==> config.mk <==
export PLATFORM = sky130hd
export DESIGN_NAME = strap_capture
export DESIGN_NICKNAME = d
export VERILOG_FILES = /design/src/rtl/strap_capture.sv
export SDC_FILE = /design/constraint.sdc
export NUM_CORES = 1
export LEC_CHECK = 0
export BUFFER_PORTS_ARGS = -buffer_cell sky130_fd_sc_hd__buf_2
export CORE_ASPECT_RATIO = 1.5
export CORE_MARGIN = 2
export CORE_UTILIZATION = 55
export CTS_CLUSTER_DIAMETER = 80
export DETAILED_ROUTE_END_ITERATION = 16
export PLACE_DENSITY = 0.77
export SKIP_CTS_REPAIR_TIMING = 1
export SYNTH_ARGS = -nofsm -noshare
export SYNTH_HDL_FRONTEND = slang
export SYNTH_SLANG_ARGS = --single-unit
==> constraint.sdc <==
create_clock -name clk -period 2.7 [get_ports clk]
set_clock_uncertainty 0.2 [all_clocks]
set_input_delay 0.135 -clock clk [delete_from_list [all_inputs] [get_ports clk]]
set_output_delay 0.135 -clock clk [all_outputs]
set_load 0.02 [all_outputs]
==> src/rtl/strap_capture.sv <==
module strap_capture #(
  parameter int BOOT_W     = 2,
  parameter int FLASH_W    = 3,
  parameter int SKT_W      = 3,
  parameter int SETUP_CLKS = 2,
  parameter int HOLD_CLKS  = 108
) (
  input  logic               clk,
  input  logic               rst_n,
  input  logic               pwr_good,
  input  logic [BOOT_W-1:0]  boot_mode_i,
  input  logic               sec_mode_i,
  input  logic [FLASH_W-1:0] flash_cfg_i,
  input  logic               skt_dis_n_i,
  input  logic               bist_req_i,
  input  logic [SKT_W-1:0]   skt_id_i,
  output logic [BOOT_W-1:0]  boot_mode_o,
  output logic               sec_mode_o,
  output logic [FLASH_W-1:0] flash_cfg_o,
  output logic               skt_dis_n_o,
  output logic               bist_req_o,
  output logic [SKT_W-1:0]   skt_id_o,
  output logic               cold_last_o,
  output logic               timing_err_o
);
  localparam int ST_W = BOOT_W + FLASH_W + 3;
  localparam int HC_W = $clog2(HOLD_CLKS + 1);
  localparam int SC_W = $clog2(SETUP_CLKS + 1);
  localparam int SEC_B = FLASH_W + 2;

  logic [1:0]      rst_sync;
  logic            rs_q;
  logic [1:0]      pg_sync;
  logic            pg_q;
  logic [ST_W-1:0] st_m, st_s, st_q;
  logic [SKT_W-1:0] id_m, id_s;
  logic [SC_W-1:0] stab_cnt, win_cnt;
  logic [HC_W-1:0] hold_cnt;
  logic            cold_pend;

  always_ff @(posedge clk or negedge rst_n)
    if (!rst_n) rst_sync <= 2'b00;
    else        rst_sync <= {rst_sync[0], 1'b1};

  wire rs = ~rst_sync[1];
  wire pg_s = pg_sync[1];

  always_ff @(posedge clk) begin
    rs_q    <= rs;
    pg_sync <= {pg_sync[0], pwr_good};
    pg_q    <= pg_s;
    st_m    <= {boot_mode_i, sec_mode_i, flash_cfg_i, skt_dis_n_i, bist_req_i};
    st_s    <= st_m;
    st_q    <= st_s;
    id_m    <= skt_id_i;
    id_s    <= id_m;
  end

  wire rst_on   = rs & ~rs_q;
  wire rst_off  = ~rs & rs_q;
  wire pg_tog   = pg_s ^ pg_q;
  wire cold_evt = pg_s & ~pg_q & rs;
  wire chg      = st_s != st_q;
  wire edge_evt = rst_on | cold_evt;

  wire setup_bad = (edge_evt && stab_cnt < SC_W'(SETUP_CLKS)) || (chg && win_cnt != '0);
  wire hold_bad  = chg && hold_cnt != '0;

  always_ff @(posedge clk)
    if (chg)                            stab_cnt <= '0;
    else if (stab_cnt != SC_W'(SETUP_CLKS)) stab_cnt <= stab_cnt + 1'b1;

  always_ff @(posedge clk) begin
    if (!pg_s) begin
      win_cnt      <= '0;
      hold_cnt     <= '0;
      timing_err_o <= 1'b0;
      cold_pend    <= 1'b0;
    end else begin
      if (edge_evt)            win_cnt <= SC_W'(SETUP_CLKS);
      else if (win_cnt != '0)  win_cnt <= win_cnt - 1'b1;
      if (rst_off)             hold_cnt <= HC_W'(HOLD_CLKS);
      else if (hold_cnt != '0) hold_cnt <= hold_cnt - 1'b1;
      if (setup_bad || hold_bad) timing_err_o <= 1'b1;
      else if (cold_evt)         timing_err_o <= 1'b0;
      if (cold_evt)      cold_pend <= 1'b1;
      else if (rst_off)  cold_pend <= 1'b0;
    end
  end

  always_ff @(posedge clk) begin
    if (rst_off) begin
      flash_cfg_o <= st_s[FLASH_W+1:2];
      bist_req_o  <= st_s[0];
      cold_last_o <= cold_pend;
      if (cold_pend) begin
        boot_mode_o <= st_s[ST_W-1 -: BOOT_W];
        sec_mode_o  <= st_s[SEC_B];
      end
    end
    if (rs)     skt_dis_n_o <= st_s[1];
    if (pg_tog) skt_id_o    <= id_s;
  end

  p_keep_flash_r2: assert property (@(posedge clk) disable iff (!pg_s)
    (!rs && !rs_q) |=> ($stable(flash_cfg_o) && $stable(bist_req_o)));
  p_warm_keeps_boot_r1: assert property (@(posedge clk) disable iff (!pg_s)
    (rst_off && !cold_pend) |=> ($stable(boot_mode_o) && $stable(sec_mode_o)));
  p_dis_follows_r3: assert property (@(posedge clk) disable iff (!pg_s)
    rs |=> (skt_dis_n_o == $past(st_s[1])));
  p_dis_frozen_r3: assert property (@(posedge clk) disable iff (!pg_s)
    !rs |=> $stable(skt_dis_n_o));
  p_id_hold_r4: assert property (@(posedge clk) disable iff (!pg_s)
    (pg_s == pg_q) |=> $stable(skt_id_o));
  p_err_sticky_r8: assert property (@(posedge clk) disable iff (!pg_s)
    (timing_err_o && !cold_evt) |=> timing_err_o);
  p_hold_flag_r6: assert property (@(posedge clk) disable iff (!pg_s)
    hold_bad |=> timing_err_o);
endmodule

==> flow_metrics.tcl <==
set metrics [dict create \
    drive_gt1_share_pct 22.1 \
    min_to "st_s[4]" \
    numCtsBuffers 9 \
    first_iter_violations 12 \
    finalCritPeriodShare_pct 69.7 \
    finalWorstSetupSlack_ns 0.818 \
    wl_um 2850 \
    final_area_mm2 0.00226 \
    nNetsFinal 194 \
    ys_warn_count 0 \
    path_delay_family "simple AND/OR/NAND/NOR gates" \
    placed_cell_area_mm2 0.00197 \
    min_path_type "flip-flop to flip-flop" \
    gp_congestion 0.829 \
    drc 0 \
    finish.utilization_pct 72.2 \
    die_y_um 73.9 \
    die_w_um 50.6 \
    r2r_end "hold_cnt[1]" \
    detailedPlace.worstSlack_ns 0.845 \
    fmax_ghz 0.531 \
    drv_slew 0 \
    final_common_cell "dfxtp_1" \
    cp-start-kind "flip-flop" \
    cpMaxStageDelayCell "nor4b_4" \
    vias_per_cell 4.81 \
    maxCapViolCount 0 \
    grt_pass1_wl_um 4410 \
    clock_latency_ns 0.31 \
    outcome "completed" \
    core_mm2 0.00313 \
    ys_types 29 \
    layout_common_cells "dfxtp_1, buf_2, dlygate4sd3_1" \
    syn_avg_cell_area_um2 14.2 \
    dr_total_vias 1063 \
    path_max_fanout 6 \
    dieArea_mm2 0.00373 \
    slowest_delay_ns 0.45 \
    floorplan.initialDensity_pct 57.2 \
    antenna_found_initial 0 \
    reg2regPathDepth 6 \
    min_path_cells 0 \
    htreeDepth 3 \
    dp_hpwl_um 1970 \
    cts.sinks 61 \
    syn_area_mm2 0.00179 \
    crit_type "flip-flop to flip-flop" \
    powerDensity_mw_per_mm2 904 \
    gr-total-overflow 0 \
    clkTransAtPathRegs_ns 0.06 \
    dr.pass1.iters 6 \
    crit_path_end_kind "flip-flop" \
    synth_cells 126 \
    path_depth 6 \
    min_period_ns 1.88 \
    ys.flop_type "dfxtp_1" \
    area_growth_pct 26.2 \
    grt_max_degree 10 \
    final.setup.tns_ns 0 \
    cp.required_ns 2.75 \
    leakagePower_nw 0.977 \
    async_flop_share_pct 3.28 \
    rsz0062_at_grt "no" \
    hold_viol 0 \
    wl_per_cell_um 12.9 \
    grt_pass1_vias 1017 \
    syn_nets 143 \
    rows 25 \
    cts_root_buf "clkbuf_8" \
    worstMarginPinSlew_ns 0.534 \
    vdd_ir_drop_max_uv 570 \
    setup_viol 0 \
    r2r_slack_ns 0.82 \
    track_usage_pct 17.5 \
    worstHoldStart "st_m[4]" \
    antenna_cells 0 \
    cts_tree "yes" \
    io_buffers 26 \
    slew_headroom_pct 63.9 \
    antenna_left 0 \
    io_pins 27 \
    yosysSeqAreaShare_pct 75.5 \
    critPathBufInv 1 \
    r2r-start "hold_cnt[0]" \
    clock_path_buffers 2 \
    cp.arrival_ns 1.94 \
    synth_edf_count 12 \
    crit_chain "inv_1, ha_1, nand2b_4, nor4b_4, mux2_2, nor2_1" \
    postSynthRegisterBits 61 \
]
==> routing by layer <==
metal	share of wire [%]	vias up	track usage (%)
met5	0	-	0
met4	1.9	0	14.1
met3	4.1	6	7.93
met2	58	27	30.1
met1	36	501	15.4
li1	-	529	-
==> cell families after synthesis <==
logic type / Yosys count / share of synthesized area (%)
muxes: 1 / 0.629
buffers and inverters: 9 / 1.89
AOI/OAI and AO/OA: 15 / 5.60
and+or+nand+nor: 24 / 8.18
adders and majority gates: 3 / 2.10
DFF: 61 / 75.5
xor gates and xnor gates: 12 / 5.87
other: 1 / 0.210
==> metrics by stage <==
step	hold WS, ns	instances	power, mW
2_1_floorplan	-0.361	126	1.35
3_3_place_gp	-0.277	192	1.40
3_5_place_dp	-0.275	192	1.43
4_1_cts	-0.629	207	2.05
5_1_grt	0.130	221	2.14
6_report	0.125	221	2.04
==> power by group <==
part           switching (mW)  internal, mW  total (mW)
Clock                   0.287         0.322       0.609
Combinational           0.173         0.179       0.352
Sequential             0.0626          1.02        1.08
==> synthesized netlist by cell type, types with 2 or more instances <==
cell type	count	area [µm²]
edfxtp_1	12	360
dfxtp_1	47	941
dfrtp_1	2	50.1
nor2_1	9	33.8
ha_1	3	37.5
o21ai_0	2	10.0
nor3_1	2	10.0
nand2_1	4	15.0
xnor2_1	2	17.5
inv_1	9	33.8
nor4_1	2	12.5
a21oi_1	6	30.0
xor2_1	10	87.6
==> worst reg2reg max path, stage by stage, from the launching register on <==
cell,delay (ns)
dfxtp_1,0.31
inv_1,0.09
ha_1,0.22
nand2b_4,0.09
nor4b_4,0.45
mux2_2,0.39
nor2_1,0.08
==> sequential cells by signal (all words and copies together), names as in the netlist, 2 cells and up <==
signal / cells
rst_sync: 2
st_m: 8
st_s: 8
stab_cnt: 2
flash_cfg_o: 3
id_s: 3
boot_mode_o: 2
st_q: 8
hold_cnt: 7
id_m: 3
win_cnt: 2
pg_sync: 2
skt_id_o: 3
==> worst max path at each step <==
stage	to	slack, ns	startpoint
6_report	hold_cnt[1]	0.82	hold_cnt[0]
5_1_grt	hold_cnt[1]	0.71	hold_cnt[0]
4_1_cts	hold_cnt[1]	0.81	hold_cnt[0]
3_5_place_dp	hold_cnt[1]	0.84	hold_cnt[0]
3_3_place_gp	hold_cnt[1]	0.93	hold_cnt[0]
2_1_floorplan	hold_cnt[1]	0.98	hold_cnt[0]
==> cell type report <==
| type | count | area [µm²] |
|---|---|---|
| multi-input cells | 56 | 404 |
| flip-flops and latches | 61 | 1350 |
| well taps | 40 | 50.0 |
| fillers | 223 | 870 |
| inverters | 9 | 33.8 |
| clock inverters | 3 | 13.8 |
| clock buffers | 12 | 135 |
| repair buffers | 40 | 270 |
Power figures use the tool's default switching activity.
